$ cat config.mk
export PLATFORM = sky130hd
export DESIGN_NAME = cfg_save_restore_target
export DESIGN_NICKNAME = d
export VERILOG_FILES = /design/src/rtl/cfg_cmd_pkg.sv /design/src/rtl/cmd_line_sync.sv /design/src/rtl/cmd_byte_fsm.sv /design/src/rtl/cmd_launch.sv /design/src/rtl/cfg_save_restore_target.sv
export SDC_FILE = /design/constraint.sdc
export NUM_CORES = 1
export LEC_CHECK = 0
export BUFFER_PORTS_ARGS = -buffer_cell sky130_fd_sc_hd__clkbuf_2
export CAP_MARGIN = 30
export CORE_MARGIN = 3
export CORE_UTILIZATION = 40
export CTS_BUF_LIST = sky130_fd_sc_hd__clkbuf_8
export DETAILED_ROUTE_END_ITERATION = 8
export PLACE_DENSITY = 0.66
export REMOVE_ABC_BUFFERS = 1
export SKIP_LAST_GASP = 1
export SLEW_MARGIN = 15
export SYNTH_ARGS = -nofsm -noshare
export SYNTH_HDL_FRONTEND = slang
export SYNTH_HIERARCHICAL = 1
export SYNTH_SLANG_ARGS = --single-unit
$ cat constraint.sdc
create_clock -name clk -period 4.1 [get_ports clk]
set_input_delay 0.41 -clock clk [delete_from_list [all_inputs] [get_ports clk]]
set_output_delay 0.41 -clock clk [all_outputs]
set_load 0.01 [all_outputs]
$ cat src/rtl/cfg_cmd_pkg.sv
// Shared types for the save/restore command target.
// Assumes an 8-bit frame of 7 address bits plus R/W.
package cfg_cmd_pkg;

    localparam int BYTE_W = 8;

    typedef enum logic [2:0] {
        ST_IDLE,
        ST_ADDR,
        ST_ACK_A,
        ST_CMD,
        ST_ACK_C,
        ST_WAIT_STOP,
        ST_IGNORE
    } tgt_state_e;

    // Operation selected by the two low bits of the command byte
    typedef enum logic [1:0] {
        OP_NONE    = 2'b00,
        OP_SAVE    = 2'b01,
        OP_RESTORE = 2'b10,
        OP_SPARE   = 2'b11
    } op_sel_e;

    function automatic op_sel_e op_of(input logic [BYTE_W-1:0] cmd);
        return op_sel_e'(cmd[1:0]);
    endfunction

endpackage

$ cat src/rtl/cmd_line_sync.sv
// Synchronizes SCL and SDA into the clock domain and derives the SCL
// edges and the START/STOP conditions from the synchronized levels.
// Assumes each bus phase lasts several system clocks.
// Every detector output is valid for one clock, SYNC_STAGES clocks
// after the line change.
module cmd_line_sync #(
    parameter int SYNC_STAGES = 2
) (
    input  logic clk,
    input  logic rst_n,
    input  logic scl_in,
    input  logic sda_in,
    output logic sda_lvl,
    output logic scl_rise,
    output logic scl_fall,
    output logic start_det,
    output logic stop_det
);
    localparam int NLINES = 2;

    logic [NLINES-1:0] raw;
    logic [NLINES-1:0] lvl;
    logic [NLINES-1:0] lvl_d;

    assign raw = {sda_in, scl_in};

    for (genvar g = 0; g < NLINES; g++) begin : g_line
        logic [SYNC_STAGES-1:0] pipe;

        // Shift the raw line through the synchronizer chain (idle high)
        always_ff @(posedge clk) begin
            if (!rst_n) pipe <= '1;
            else        pipe <= {pipe[SYNC_STAGES-2:0], raw[g]};
        end

        assign lvl[g] = pipe[SYNC_STAGES-1];
    end

    // Hold the previous synchronized levels for edge detection
    always_ff @(posedge clk) begin
        if (!rst_n) lvl_d <= '1;
        else        lvl_d <= lvl;
    end

    assign sda_lvl   = lvl[1];
    assign scl_rise  = lvl[0] & ~lvl_d[0];
    assign scl_fall  = ~lvl[0] & lvl_d[0];
    assign start_det = lvl[0] & lvl_d[0] & lvl_d[1] & ~lvl[1];
    assign stop_det  = lvl[0] & lvl_d[0] & ~lvl_d[1] & lvl[1];

endmodule

$ cat src/rtl/cmd_byte_fsm.sv
// Bit-level target state machine. It shifts in the address and the
// command byte, drives the acknowledge bits and raises cmd_fire for
// one clock when a STOP closes a complete command transaction.
// Assumes single-clock condition strobes from cmd_line_sync.
module cmd_byte_fsm
    import cfg_cmd_pkg::*;
#(
    parameter logic [6:0] DEV_ADDR = 7'h3C
) (
    input  logic              clk,
    input  logic              rst_n,
    input  logic              sda_lvl,
    input  logic              scl_rise,
    input  logic              scl_fall,
    input  logic              start_det,
    input  logic              stop_det,
    input  logic              busy,
    output logic              sda_oe,
    output logic              cmd_fire,
    output logic [BYTE_W-1:0] cmd_byte
);
    localparam logic [3:0] LAST_BIT = 4'(BYTE_W);

    tgt_state_e        state;
    logic [3:0]        bit_cnt;
    logic [BYTE_W-1:0] shreg;
    logic              addr_hit;
    logic              byte_done;

    assign addr_hit  = (shreg[BYTE_W-1:1] == DEV_ADDR) && !shreg[0];
    assign byte_done = scl_fall && (bit_cnt == LAST_BIT);

    // Advance the transaction state, shift data and drive the ACK
    always_ff @(posedge clk) begin
        if (!rst_n) begin
            state    <= ST_IDLE;
            bit_cnt  <= '0;
            shreg    <= '0;
            sda_oe   <= 1'b0;
            cmd_fire <= 1'b0;
            cmd_byte <= '0;
        end else begin
            cmd_fire <= 1'b0;
            if (start_det) begin
                state   <= ST_ADDR;
                bit_cnt <= '0;
                sda_oe  <= 1'b0;
            end else if (stop_det) begin
                cmd_fire <= (state == ST_WAIT_STOP);
                state    <= ST_IDLE;
                sda_oe   <= 1'b0;
            end else begin
                unique case (state)
                    ST_ADDR, ST_CMD: begin
                        if (scl_rise && bit_cnt < LAST_BIT) begin
                            shreg   <= {shreg[BYTE_W-2:0], sda_lvl};
                            bit_cnt <= bit_cnt + 4'd1;
                        end else if (byte_done) begin
                            if (busy || (state == ST_ADDR && !addr_hit)) begin
                                state <= ST_IGNORE;
                            end else begin
                                sda_oe <= 1'b1;
                                if (state == ST_CMD) begin
                                    cmd_byte <= shreg;
                                    state    <= ST_ACK_C;
                                end else begin
                                    state <= ST_ACK_A;
                                end
                            end
                        end
                    end
                    ST_ACK_A: begin
                        if (scl_fall) begin
                            sda_oe  <= 1'b0;
                            bit_cnt <= '0;
                            state   <= ST_CMD;
                        end
                    end
                    ST_ACK_C: begin
                        if (scl_fall) begin
                            sda_oe <= 1'b0;
                            state  <= ST_WAIT_STOP;
                        end
                    end
                    default: ;
                endcase
            end
        end
    end

    // an acknowledge is never started while the sequencer is busy
    p_busy_nack_r5: assert property (@(posedge clk) disable iff (!rst_n)
        $rose(sda_oe) |-> !$past(busy));

    // the ACK driver only moves on an SCL fall or a bus condition
    p_ack_window_r10: assert property (@(posedge clk) disable iff (!rst_n)
        ($rose(sda_oe) || $fell(sda_oe)) |-> $past(scl_fall || start_det || stop_det));

    // a command is released only by a STOP strobe
    p_fire_on_stop_r4: assert property (@(posedge clk) disable iff (!rst_n)
        cmd_fire |-> $past(stop_det));

endmodule

$ cat src/rtl/cmd_launch.sv
// Turns a completed command into a one-clock save or restore request.
// Save is qualified by the active-low write enable. Nothing is issued
// while the sequencer reports busy.
module cmd_launch
    import cfg_cmd_pkg::*;
(
    input  logic              clk,
    input  logic              rst_n,
    input  logic              cmd_fire,
    input  logic [BYTE_W-1:0] cmd_byte,
    input  logic              nv_we_n,
    input  logic              busy,
    output logic              start_save,
    output logic              start_restore
);
    op_sel_e op;
    assign op = op_of(cmd_byte);

    // Register the request pulses from the decoded command
    always_ff @(posedge clk) begin
        if (!rst_n) begin
            start_save    <= 1'b0;
            start_restore <= 1'b0;
        end else begin
            start_save    <= cmd_fire && !busy && (op == OP_SAVE) && !nv_we_n;
            start_restore <= cmd_fire && !busy && (op == OP_RESTORE);
        end
    end

    // a save request needs write enable active on the previous clock
    p_save_we_r9: assert property (@(posedge clk) disable iff (!rst_n)
        start_save |-> !$past(nv_we_n));

    // save request lasts a single clock
    p_save_single_r2: assert property (@(posedge clk) disable iff (!rst_n)
        start_save |=> !start_save);

    // restore request lasts a single clock
    p_restore_single_r3: assert property (@(posedge clk) disable iff (!rst_n)
        start_restore |=> !start_restore);

endmodule

$ cat src/rtl/cfg_save_restore_target.sv
// Top of the I2C save/restore command target. Connects the line
// synchronizer, the byte state machine and the request launcher.
// Assumes SCL phases of several system clocks and no clock stretching.
module cfg_save_restore_target #(
    parameter logic [6:0] DEV_ADDR    = 7'h3C,
    parameter int         SYNC_STAGES = 2
) (
    input  logic clk,
    input  logic rst_n,
    input  logic scl_in,
    input  logic sda_in,
    output logic sda_oe,
    input  logic nv_we_n,
    input  logic busy,
    output logic start_save,
    output logic start_restore
);
    import cfg_cmd_pkg::*;

    logic              sda_lvl;
    logic              scl_rise;
    logic              scl_fall;
    logic              start_det;
    logic              stop_det;
    logic              cmd_fire;
    logic [BYTE_W-1:0] cmd_byte;

    cmd_line_sync #(.SYNC_STAGES(SYNC_STAGES)) u_sync (
        .clk       (clk),
        .rst_n     (rst_n),
        .scl_in    (scl_in),
        .sda_in    (sda_in),
        .sda_lvl   (sda_lvl),
        .scl_rise  (scl_rise),
        .scl_fall  (scl_fall),
        .start_det (start_det),
        .stop_det  (stop_det)
    );

    cmd_byte_fsm #(.DEV_ADDR(DEV_ADDR)) u_fsm (
        .clk       (clk),
        .rst_n     (rst_n),
        .sda_lvl   (sda_lvl),
        .scl_rise  (scl_rise),
        .scl_fall  (scl_fall),
        .start_det (start_det),
        .stop_det  (stop_det),
        .busy      (busy),
        .sda_oe    (sda_oe),
        .cmd_fire  (cmd_fire),
        .cmd_byte  (cmd_byte)
    );

    cmd_launch u_launch (
        .clk           (clk),
        .rst_n         (rst_n),
        .cmd_fire      (cmd_fire),
        .cmd_byte      (cmd_byte),
        .nv_we_n       (nv_we_n),
        .busy          (busy),
        .start_save    (start_save),
        .start_restore (start_restore)
    );

    // any request follows a STOP strobe two clocks earlier
    p_req_after_stop_r4: assert property (@(posedge clk) disable iff (!rst_n)
        (start_save || start_restore) |-> $past(stop_det, 2));

    // save and restore are never requested together
    p_req_exclusive_r2: assert property (@(posedge clk) disable iff (!rst_n)
        !(start_save && start_restore));

endmodule

==> qor.txt <==
F_max - 639.5 MHz
Top Layer Used - met4
Core area - 2853 um^2
Drt pass-1 iters - 4
CTS H-Tree Depth - 1
TNS Setup - 0 ns
Relative slew margins - 66.67%
IO Count - 9
NumNets Final - 137
Starting Density - 43.77%
First-pass GRT wire length - 3670 um
Area of the die - 3828 um^2
CTS Buf Count - 3
DRC - 0
Iter 0 DRT Violations - 61
Clock Skews - 0.002265 ns
N_diodes - 0
Synth Instances - 122
Fillers - 276
Grt ovf - 0
Share of layout cells above drive strength 1 - 14.06%
Pwr Density - 331.0 nW/um^2
Outcome - complete, no violations
# port buffers - 8
FP Rows - 19
Largest net degree at the start of global routing - 22
Worst Path Required - 4.30 ns
Pleak - 0.0005057 uW
RSZ-0062 raised after global routing - no
GRT Overall Usage - 12.88%
Reg2reg start - u_sync/g_line[0].pipe[1]
Post-CTS setup repair buffer count - 0
Crit-path max FO - 8
Crit path capture type - register
Max clock buf depth - 2
Fin crit period - 1.564 ns
CTS Sinks - 27
CTS tree - built
Post-DRT Antenna Nets - 0
Maximum vdd drop - 0.2801 mV
Worst Hold End - u_launch/start_save
Slew Viols, Final - 0
Die Wd - 61.87 um
Met3 routed WL - 60 um
WL/cell - 13.39 um
Startpoint Class - register
Measured slew at the worst slew-check pin - 0.4984 ns
Reg2Reg Setup Slack - 2.54 ns
Mapped Area - 1249 um^2
Gpl congestion - 0.8119
Syn. warnings - 6
Clk_lat worst skew - 0.27 ns
FF-to-FF path depth - 4
Setup violators final - 0
Crit path kind - register to register
Avg Cell Area, Syn - 10.24 um^2
Post-DP HPWL - 1554 um
Hold_sp - nv_we_n
Fin util - 47.02%
Hold depth - 2
CP Data Arrival Time - 1.76 ns
WL met1 - 1056 um
Hold_buf cts - 0
Hold Vio Cnt, Final - 0
Max Cap Viol - 0
Vias in the first global route - 865
Vias post-DR - 900
PostCTS Resize Cnt - 0
Chip height - 61.87 um
Worst hold path class - input port to register
Root cell of the clock tree - clkbuf_8
Fin crit share - 38.14%
Vias per Instance - 5.660
Clk pin slew, worst setup/hold paths - 0.10 ns
WL final - 2129 um
Initial antenna violation count - 0
Critical R2R Capture - u_fsm/shreg[1]
Met2 WL post-DR - 1003 um
Syn-to-layout area delta - 7.415%
worst max path at each step:
| stage | from | end | slack, ns | cells past startpoint |
|---|---|---|---|---|
| after floorplan | u_sync/g_line[1].pipe[1] | u_fsm/bit_cnt[1] | 2.71 | 4 |
| after global placement | rst_n | u_fsm/bit_cnt[1] | 2.52 | 4 |
| after detailed placement | rst_n | u_fsm/bit_cnt[1] | 2.48 | 4 |
| after CTS | u_sync/g_line[0].pipe[1] | u_fsm/shreg[1] | 2.52 | 4 |
| after global routing | u_sync/g_line[0].pipe[1] | u_fsm/shreg[1] | 2.40 | 4 |
| final | u_sync/g_line[0].pipe[1] | u_fsm/shreg[1] | 2.54 | 4 |
critical path, cell delays in order, from the launching register on:
cell	delay [ns]
dfxtp_1	0.37
nor2b_1	0.27
nand4bb_4	0.17
nor3_4	0.42
mux2i_1	0.26
state kept, by name, indices dropped and copies added, names as in the netlist:
signal                  count
u_fsm/cmd_byte              2
u_fsm/cmd_fire              1
u_sync/lvl_d                2
u_launch/start_restore      1
u_fsm/shreg                 8
u_fsm/bit_cnt               4
u_fsm/state                 3
u_sync/g_line.pipe          4
u_launch/start_save         1
u_fsm/sda_oe                1
per-layer routing:
metal	up-vias	global-route usage [%]
met2	9	22.57
met4	0	2.727
met3	2	3.719
met1	433	15.68
met5	-	0
li1	456	-
through the flow:
step	std cells	cell area (um^2)	total power, uW	worst slack, ns	hold slack, ns
2_1_floorplan	116	1212	284.5	2.705	0.3863
3_3_place_gp	155	1291	292.7	2.519	0.3896
3_5_place_dp	155	1291	293.2	2.476	0.4002
4_1_cts	159	1341	449.3	2.518	0.2930
5_1_grt	159	1341	466.0	2.398	0.2832
6_report	159	1341	444.0	2.536	0.2966
report_power, final:
group          internal, uW  switching, uW  leakage [uW]
Combinational          7.54           11.8      0.000261
Sequential              265           2.69      0.000219
Clock                  71.2           85.7     0.0000261
Total                   344            100      0.000506
layout make-up:
class,count,area [um^2],share of cell area (%)
multi-input combinational,84,653.1,48.69
tap,31,38.79,2.892
clock buffer,3,41.29,3.078
timing repair buffer,8,40.04,2.985
clock inverter,1,8.758,0.6530
sequential,27,540.5,40.30
inverter,5,18.77,1.399
placed cells by master, fill, tap and decap left out, drive strengths merged:
cell type  count
nor3b          4
dfxtp         27
nand2         13
a31oi          1
or4b           2
or3            1
a221oi         1
inv            6
o211ai         1
nor4b          1
nand3b         1
nand4          1
o211a          1
and3b          2
nor2b          3
o21a           2
a311o          1
nor2           3
o31ai          2
nand2b         8
a211oi         1
and4b          3
clkbuf        11
xor2           1
mux2i         10
o221a          1
a21oi          4
nor3           3
nor4           1
o21ai          6
nand4bb        1
and3           1
ha             2
nand4b         2
Note: power is estimated with default switching activity, not from simulation.
